===== src/rtl/ipv4_port_lookup.sv =====
module ipv4_port_lookup #(
  parameter int DATA_W = 256,
  parameter int USER_W = 128,
  parameter int RT_DEPTH = 8,
  parameter int ARP_DEPTH = 8,
  parameter logic [47:0] MAC_BASE = 48'h02_53_00_00_00_00
) (
  input  logic                         clk,
  input  logic                         rst_n,
  input  logic [DATA_W-1:0]            s_tdata,
  input  logic [USER_W-1:0]            s_tuser,
  input  logic                         s_tlast,
  input  logic                         s_tvalid,
  output logic                         s_tready,
  output logic [DATA_W-1:0]            m_tdata,
  output logic [USER_W-1:0]            m_tuser,
  output logic                         m_tlast,
  output logic                         m_tvalid,
  input  logic                         m_tready,
  input  logic                         rt_we,
  input  logic [$clog2(RT_DEPTH)-1:0]  rt_idx,
  input  logic                         rt_valid,
  input  logic [31:0]                  rt_prefix,
  input  logic [31:0]                  rt_mask,
  input  logic [31:0]                  rt_nexthop,
  input  logic [1:0]                   rt_port,
  input  logic                         arp_we,
  input  logic [$clog2(ARP_DEPTH)-1:0] arp_idx,
  input  logic                         arp_valid,
  input  logic [31:0]                  arp_ip,
  input  logic [47:0]                  arp_mac
);
  localparam int RT_AW  = $clog2(RT_DEPTH);
  localparam int ARP_AW = $clog2(ARP_DEPTH);

  typedef enum logic [2:0] {
    S_HDR0, S_HDR1, S_LPM, S_ARP, S_OUT0, S_OUT1, S_BODY, S_DROP
  } state_t;
  state_t st;

  // tables
  logic        rt_v  [RT_DEPTH];
  logic [31:0] rt_pfx[RT_DEPTH];
  logic [31:0] rt_msk[RT_DEPTH];
  logic [31:0] rt_nh [RT_DEPTH];
  logic [1:0]  rt_pt [RT_DEPTH];
  logic        nb_v  [ARP_DEPTH];
  logic [31:0] nb_ip [ARP_DEPTH];
  logic [47:0] nb_mac[ARP_DEPTH];

  always_ff @(posedge clk or negedge rst_n)
    if (!rst_n) begin
      for (int i = 0; i < RT_DEPTH; i++) rt_v[i] <= 1'b0;
      for (int i = 0; i < ARP_DEPTH; i++) nb_v[i] <= 1'b0;
    end else begin
      if (rt_we)  rt_v[rt_idx]  <= rt_valid;
      if (arp_we) nb_v[arp_idx] <= arp_valid;
    end

  always_ff @(posedge clk) begin
    if (rt_we) begin
      rt_pfx[rt_idx] <= rt_prefix;
      rt_msk[rt_idx] <= rt_mask;
      rt_nh[rt_idx]  <= rt_nexthop;
      rt_pt[rt_idx]  <= rt_port;
    end
    if (arp_we) begin
      nb_ip[arp_idx]  <= arp_ip;
      nb_mac[arp_idx] <= arp_mac;
    end
  end

  // held header beats
  logic [DATA_W-1:0] b0, b1;
  logic [USER_W-1:0] usr;
  logic              short_pkt, last1;

  // parsed fields
  logic [47:0] hdr_dmac;
  logic [15:0] hdr_etype, hdr_csum;
  logic [7:0]  hdr_vihl, hdr_ttl;
  logic [31:0] hdr_dip;
  assign hdr_dmac  = {b0[7:0], b0[15:8], b0[23:16], b0[31:24], b0[39:32], b0[47:40]};
  assign hdr_etype = {b0[103:96], b0[111:104]};
  assign hdr_vihl  = b0[119:112];
  assign hdr_ttl   = b0[183:176];
  assign hdr_csum  = {b0[199:192], b0[207:200]};
  assign hdr_dip   = {b0[247:240], b0[255:248], b1[7:0], b1[15:8]};

  // header checksum verification
  logic [19:0] hsum;
  logic [16:0] hfold1;
  logic [16:0] hfold2;
  logic        csum_ok;
  always_comb begin
    hsum = 20'({b1[7:0], b1[15:8]});
    for (int j = 7; j < 16; j++)
      hsum = hsum + 20'({b0[16*j +: 8], b0[16*j+8 +: 8]});
  end
  assign hfold1  = 17'(hsum[15:0]) + 17'(hsum[19:16]);
  assign hfold2  = 17'(hfold1[15:0]) + 17'(hfold1[16]);
  assign csum_ok = hfold2[15:0] == 16'hFFFF;

  // ingress port
  logic [7:0]  src_oh;
  logic [1:0]  in_idx;
  logic        from_cpu;
  logic [47:0] in_mac;
  assign src_oh   = usr[23:16];
  assign from_cpu = |(src_oh & 8'hAA);
  always_comb begin
    in_idx = 2'd0;
    for (int p = 0; p < 4; p++)
      if (src_oh[2*p] | src_oh[2*p+1]) in_idx = 2'(p);
  end
  assign in_mac = MAC_BASE + 48'(in_idx);

  // longest prefix match
  logic             lpm_hit;
  logic [5:0]       lpm_len;
  logic [RT_AW-1:0] lpm_sel;
  always_comb begin
    lpm_hit = 1'b0;
    lpm_len = 6'd0;
    lpm_sel = '0;
    for (int i = 0; i < RT_DEPTH; i++)
      if (rt_v[i] && (((hdr_dip ^ rt_pfx[i]) & rt_msk[i]) == 32'd0) &&
          (!lpm_hit || 6'($countones(rt_msk[i])) > lpm_len)) begin
        lpm_hit = 1'b1;
        lpm_len = 6'($countones(rt_msk[i]));
        lpm_sel = RT_AW'(i);
      end
  end

  logic        r_hit;
  logic [31:0] r_nh;
  logic [1:0]  r_port;

  // neighbour lookup
  logic        nb_hit;
  logic [47:0] nb_sel_mac;
  always_comb begin
    nb_hit     = 1'b0;
    nb_sel_mac = 48'd0;
    for (int i = ARP_DEPTH - 1; i >= 0; i--)
      if (nb_v[i] && nb_ip[i] == r_nh) begin
        nb_hit     = 1'b1;
        nb_sel_mac = nb_mac[i];
      end
  end

  // decision
  logic       dec_drop, dec_fwd;
  logic [7:0] dec_dst;
  always_comb begin
    dec_drop = 1'b0;
    dec_fwd  = 1'b0;
    dec_dst  = 8'b10 << {in_idx, 1'b0};
    if (from_cpu)
      dec_dst = 8'b01 << {in_idx, 1'b0};
    else if (hdr_dmac != in_mac)
      dec_drop = 1'b1;
    else if (short_pkt || hdr_etype != 16'h0800 || hdr_vihl != 8'h45)
      dec_fwd = 1'b0;
    else if (!csum_ok)
      dec_drop = 1'b1;
    else if (hdr_ttl <= 8'd1)
      dec_fwd = 1'b0;
    else if (r_hit && nb_hit) begin
      dec_fwd = 1'b1;
      dec_dst = 8'b01 << {r_port, 1'b0};
    end
  end

  logic        fwd;
  logic [7:0]  dst_oh;
  logic [47:0] nh_mac;
  logic [1:0]  eg_port;

  // header rewrite
  logic [47:0]       eg_mac;
  logic [16:0]       csum_inc;
  logic [15:0]       new_csum;
  logic [DATA_W-1:0] mod0;
  assign eg_mac   = MAC_BASE + 48'(eg_port);
  assign csum_inc = 17'(hdr_csum) + 17'h00100;
  assign new_csum = csum_inc[15:0] + 16'(csum_inc[16]);
  always_comb begin
    mod0 = b0;
    for (int k = 0; k < 6; k++) begin
      mod0[8*k +: 8]      = nh_mac[47-8*k -: 8];
      mod0[48+8*k +: 8]   = eg_mac[47-8*k -: 8];
    end
    mod0[183:176] = hdr_ttl - 8'd1;
    mod0[199:192] = new_csum[15:8];
    mod0[207:200] = new_csum[7:0];
  end

  // control
  always_ff @(posedge clk or negedge rst_n)
    if (!rst_n) begin
      st        <= S_HDR0;
      b0        <= '0;
      b1        <= '0;
      usr       <= '0;
      short_pkt <= 1'b0;
      last1     <= 1'b0;
      r_hit     <= 1'b0;
      r_nh      <= 32'd0;
      r_port    <= 2'd0;
      fwd       <= 1'b0;
      dst_oh    <= 8'd0;
      nh_mac    <= 48'd0;
      eg_port   <= 2'd0;
    end else begin
      case (st)
        S_HDR0: if (s_tvalid) begin
          b0        <= s_tdata;
          b1        <= '0;
          usr       <= s_tuser;
          short_pkt <= s_tlast;
          last1     <= 1'b1;
          st        <= s_tlast ? S_LPM : S_HDR1;
        end
        S_HDR1: if (s_tvalid) begin
          b1    <= s_tdata;
          last1 <= s_tlast;
          st    <= S_LPM;
        end
        S_LPM: begin
          r_hit  <= lpm_hit;
          r_nh   <= (rt_nh[lpm_sel] == 32'd0) ? hdr_dip : rt_nh[lpm_sel];
          r_port <= rt_pt[lpm_sel];
          st     <= S_ARP;
        end
        S_ARP: begin
          fwd     <= dec_fwd;
          dst_oh  <= dec_dst;
          nh_mac  <= nb_sel_mac;
          eg_port <= r_port;
          if (dec_drop) st <= last1 ? S_HDR0 : S_DROP;
          else          st <= S_OUT0;
        end
        S_OUT0: if (m_tready) st <= short_pkt ? S_HDR0 : S_OUT1;
        S_OUT1: if (m_tready) st <= last1 ? S_HDR0 : S_BODY;
        S_BODY: if (s_tvalid && m_tready && s_tlast) st <= S_HDR0;
        S_DROP: if (s_tvalid && s_tlast) st <= S_HDR0;
        default: st <= S_HDR0;
      endcase
    end

  assign s_tready = (st == S_HDR0) || (st == S_HDR1) || (st == S_DROP) ||
                    (st == S_BODY && m_tready);
  assign m_tvalid = (st == S_OUT0) || (st == S_OUT1) || (st == S_BODY && s_tvalid);
  assign m_tdata  = (st == S_OUT0) ? (fwd ? mod0 : b0) :
                    (st == S_OUT1) ? b1 : s_tdata;
  assign m_tlast  = (st == S_OUT0) ? short_pkt :
                    (st == S_OUT1) ? last1 : s_tlast;
  assign m_tuser  = {usr[USER_W-1:32], dst_oh, usr[23:0]};
endmodule


===== config.mk =====
export PLATFORM = sky130hd
export DESIGN_NAME = ipv4_port_lookup
export DESIGN_NICKNAME = d
export VERILOG_FILES = /design/src/rtl/ipv4_port_lookup.sv
export SDC_FILE = /design/constraint.sdc
export NUM_CORES = 2
export LEC_CHECK = 0
export ABC_CLOCK_PERIOD_IN_PS = 24800
export BUFFER_PORTS_ARGS = -buffer_cell sky130_fd_sc_hd__buf_2
export CAP_MARGIN = 25
export CORE_ASPECT_RATIO = 0.75
export CORE_UTILIZATION = 50
export CTS_CLUSTER_DIAMETER = 50
export DETAILED_ROUTE_END_ITERATION = 16
export MAX_ROUTING_LAYER = met4
export PLACE_DENSITY_LB_ADDON = 0.3
export SETUP_SLACK_MARGIN = 0.5
export SLEW_MARGIN = 20
export SYNTH_ARGS = -nofsm -noshare
export SYNTH_HDL_FRONTEND = slang
export SYNTH_SLANG_ARGS = --single-unit

===== constraint.sdc =====
create_clock -name clk -period 24.8 [get_ports clk]
set_input_delay 3.72 -clock clk [delete_from_list [all_inputs] [get_ports clk]]
set_output_delay 3.72 -clock clk [all_outputs]
set_load 0.01 [all_outputs]

==> Flow_metrics.wiki <==
{| class="wikitable"
! Metric !! Value
|-
| Post-synthesis instance total || 8201
|-
| Flop and latch count out of synthesis || 2171
|-
| Total length of routed wires || 402 mm
|-
| Layout Skew || 0.0896 ns
|-
| Detail-routed net length per standard cell || 32.8 µm
|-
| Number of fillers in the final layout || 16500
|-
| Layout overhead on the synthesized area || 15.3%
|-
| Average via count per standard cell || 6.01
|-
| Type of element capturing the critical path || flip-flop
|-
| Count of flip-flops with a built-in enable after synthesis || 1424
|-
| TritonCTS clock tree || built
|-
| Layout Nets || 10100
|-
| Most frequent cell after synthesis || sky130_fd_sc_hd__edfxtp_1
|-
| Max Root-Sink Buffers || 4
|-
| Post-synth top flop || sky130_fd_sc_hd__edfxtp_1
|-
| Height of the chip || 397 µm
|-
| Crit path from || rt_msk[0][17]
|-
| Vias in the first global route || 68600
|-
| Biggest cell delay along the critical path || 0.85 ns
|-
| Total negative slack || 0 ns
|-
| Critical path's slowest cell || sky130_fd_sc_hd__mux2i_1
|-
| Setup violation total in the final timing report || 0
|-
| Depth of the most critical reg-to-reg path || 87
|-
| Hold crit path type || reg -> reg
|-
| Number of instances on the worst hold path || 2
|-
| Terminating pin of the worst hold path || b1[149]
|-
| Clk_lat worst skew || 0.91 ns
|-
| Post-synth design cell area || 104000 µm²
|-
| Leading post-synthesis cells by instance count || 1424 x sky130_fd_sc_hd__edfxtp_1, 1029 x sky130_fd_sc_hd__nand2_1, 747 x sky130_fd_sc_hd__dfrtp_1
|-
| DRC violation count after routing || 0
|-
| Clock transition at path regs || 0.06 ns
|-
| Status || finished clean
|-
| Share of the yosys chip area belonging to registers || 0.589
|-
| Number of top-level design ports || 964
|-
| Pins Over Slew Limit || 0
|-
| Fraction of layout cells with a size suffix above 1 || 0.222
|-
| Number of CTS-inserted buffers || 227
|-
| Arrival time reported for the critical path endpoint || 24.13 ns
|-
| Die width || 529 µm
|-
| Global Route met3 Usage || 0.115
|-
| End of the worst register-to-register path || r_nh[14]
|-
| H-tree level count || 4
|-
| Placement row count || 144
|-
| Final weighted congestion in routability-driven placement || 1.05
|-
| Fraction of met2 tracks used by global routing || 0.536
|-
| Final hold violation count || 0
|-
| Antenna violations before repair || 198
|-
| Hold Crit Start || b1[149]
|-
| Crit path required time || 25.59 ns
|-
| Area of combinational cells with multiple inputs || 39400 µm²
|-
| Transition time at the pin with the least slew margin || 1.19 ns
|-
| First-pass GRT wire length || 549 mm
|-
| Top post-synthesis cells by area || sky130_fd_sc_hd__edfxtp_1 41%, sky130_fd_sc_hd__dfrtp_1 18%, sky130_fd_sc_hd__fa_1 6.1%, sky130_fd_sc_hd__mux2_2 5.9%, sky130_fd_sc_hd__nand2_1 3.7%
|-
| Maximum number of pins on one net before global-route repair || 186
|-
| Tightest hold margin || 0.478 ns
|-
| DP Wirelength || 288 mm
|-
| Worst setup path class || reg -> reg
|-
| Unrepaired setup endpoints after global routing || no
|-
| Share of the synthesized area in the top cell type || 0.410
|-
| Total via count after detailed routing || 73600
|-
| Worst rel slew slack || 0.202
|-
| Post-CTS Hold Buffers || 0
|-
| CTS Sinks || 2171
|-
| Core Box Area || 206000 µm²
|-
| Count of distinct cell types in the synthesized netlist || 89
|-
| Count of warnings emitted by yosys || 0
|-
| Async SR Flop Fraction || 0.344
|-
| Share of the core filled with cells || 0.583
|-
| Worst-path maximum fanout || 32
|-
| Drt first-iter violations || 10800
|-
| Average instance area after synthesis || 12.7 µm²
|-
| Maximum clock rate || 42.8 MHz
|-
| Detailed-router iteration count before antenna repair || 9
|-
| Input/output buffers || 955
|-
| Antenna viol nets, final || 0
|-
| Launch point of the worst reg-to-reg path || rt_msk[0][17]
|-
| Crit share post-route || 0.941
|-
| Overall track demand over capacity in global routing || 0.390
|-
| Effective utilization at floorplan || 0.505
|-
| Crit-path most repeated cell || sky130_fd_sc_hd__o21a_1
|-
| Root cell of the clock tree || sky130_fd_sc_hd__clkbuf_16
|-
| Remaining Overflow, GRT || 0
|-
| Most area-hungry cell type in the Yosys netlist || sky130_fd_sc_hd__edfxtp_1
|-
| Crit path time final || 23.35 ns
|-
| Startpoint class of the critical path || flip-flop
|-
| Peak-usage layer in the global routing report || met1
|-
| Number of maximum-capacitance violations || 0
|-
| Synthesized Nets || 9233
|-
| Fraction of met1 tracks used by global routing || 0.541
|-
| Sequential cell area || 61500 µm²
|-
| Total die area || 210000 µm²
|-
| Register-to-register path setup slack || 1.45 ns
|}
-- routing by layer --
layer / wire length (µm) / vias up / part of all wire
met5: 0 / - / 0
met4: 17700 / 0 / 0.044
met3: 48600 / 711 / 0.12
met2: 171000 / 4443 / 0.42
met1: 165000 / 37200 / 0.41
li1: - / 31200 / -
-- worst max path at each step --
stage               end  slack [ns]  depth (start not counted)
4_1_cts        r_nh[14]        1.78                         85
3_5_place_dp   r_nh[14]        1.82                         85
5_1_grt        r_nh[14]        0.52                         88
2_1_floorplan  r_nh[17]        6.64                         92
6_report       r_nh[14]        1.45                         87
3_3_place_gp    r_nh[4]        1.91                         85
-- layout by cell type, fill, tap and decap left out, types with 134 or more instances in the layout --
cell / instances
sky130_fd_sc_hd__xor2_1: 330
sky130_fd_sc_hd__buf_2: 955
sky130_fd_sc_hd__a21oi_1: 300
sky130_fd_sc_hd__inv_1: 522
sky130_fd_sc_hd__mux2_2: 543
sky130_fd_sc_hd__xnor2_1: 246
sky130_fd_sc_hd__buf_4: 139
sky130_fd_sc_hd__nand2_1: 1027
sky130_fd_sc_hd__nor2_1: 200
sky130_fd_sc_hd__clkbuf_16: 229
sky130_fd_sc_hd__nand4_1: 134
sky130_fd_sc_hd__fa_1: 318
sky130_fd_sc_hd__o21ai_0: 659
sky130_fd_sc_hd__ha_1: 137
sky130_fd_sc_hd__diode_2: 172
sky130_fd_sc_hd__edfxtp_1: 1424
sky130_fd_sc_hd__mux2i_1: 340
sky130_fd_sc_hd__dfrtp_1: 743
sky130_fd_sc_hd__a22oi_1: 194
-- worst max-delay path, delay by kind of cell (launching register included) --
family | cells | cell delay (ns)
AO/OA/AOI/OAI | 45 | 10.02
XOR/XNOR | 1 | 0.26
adder cells (fa/ha/maj) | 15 | 6.00
buffers and inverters | 8 | 1.50
flip-flops | 1 | 0.44
multiplexers | 2 | 1.15
AND/OR/NAND/NOR | 16 | 3.82
-- what timing repair did --
item | 4_1_cts | 5_1_grt
setup buffers | 0 | 0
endpoints found under the hold margin | 0 | 0
endpoints found under the setup margin | 0 | 32
resized for setup | 0 | 1
-- area by class of cell --
cell class | count | share of cell area
Sequential cell | 2171 | 0.511
Multi-Input combinational cell | 5091 | 0.327
Clock buffer | 298 | 0.0515
Timing Repair Buffer | 1101 | 0.0496
Tap cell | 2774 | 0.0289
Inverter | 523 | 0.0163
Clock inverter | 112 | 0.0112
Antenna cell | 172 | 0.00358
-- state kept, by name, indices dropped and copies added, names as in the netlist --
name       cells
b1           256
rt_pfx       256
dst_oh         8
rt_msk       256
nb_ip        256
rt_v           8
rt_pt         16
r_nh          32
last1          1
r_hit          1
b0           256
eg_port        2
short_pkt      1
st             3
usr          120
nb_mac       384
r_port         2
nb_v           8
nh_mac        48
fwd            1
rt_nh        256
-- through the flow --
step                      instance area [µm²]  cells  worst slack [ns]
after global routing                   120000  12200             0.521
after floorplan                        104000   8201              6.64
final                                  120000  12200              1.45
after detailed placement               112000  11700              1.82
after global placement                 112000  11700              1.91
after CTS                              120000  12100              1.78
-- logic make-up after synthesis --
kind of cell,synth area share
AO/OA/AOI/OAI,0.0830
XOR/XNOR,0.0484
adder cells (fa/ha/maj),0.0775
buffers and inverters,0.0353
flip-flops,0.589
multiplexers,0.0917
AND/OR/NAND/NOR,0.0747
Power is not shown: default switching activity piles up to over one toggle a cycle in this logic, so the estimate is an artifact.
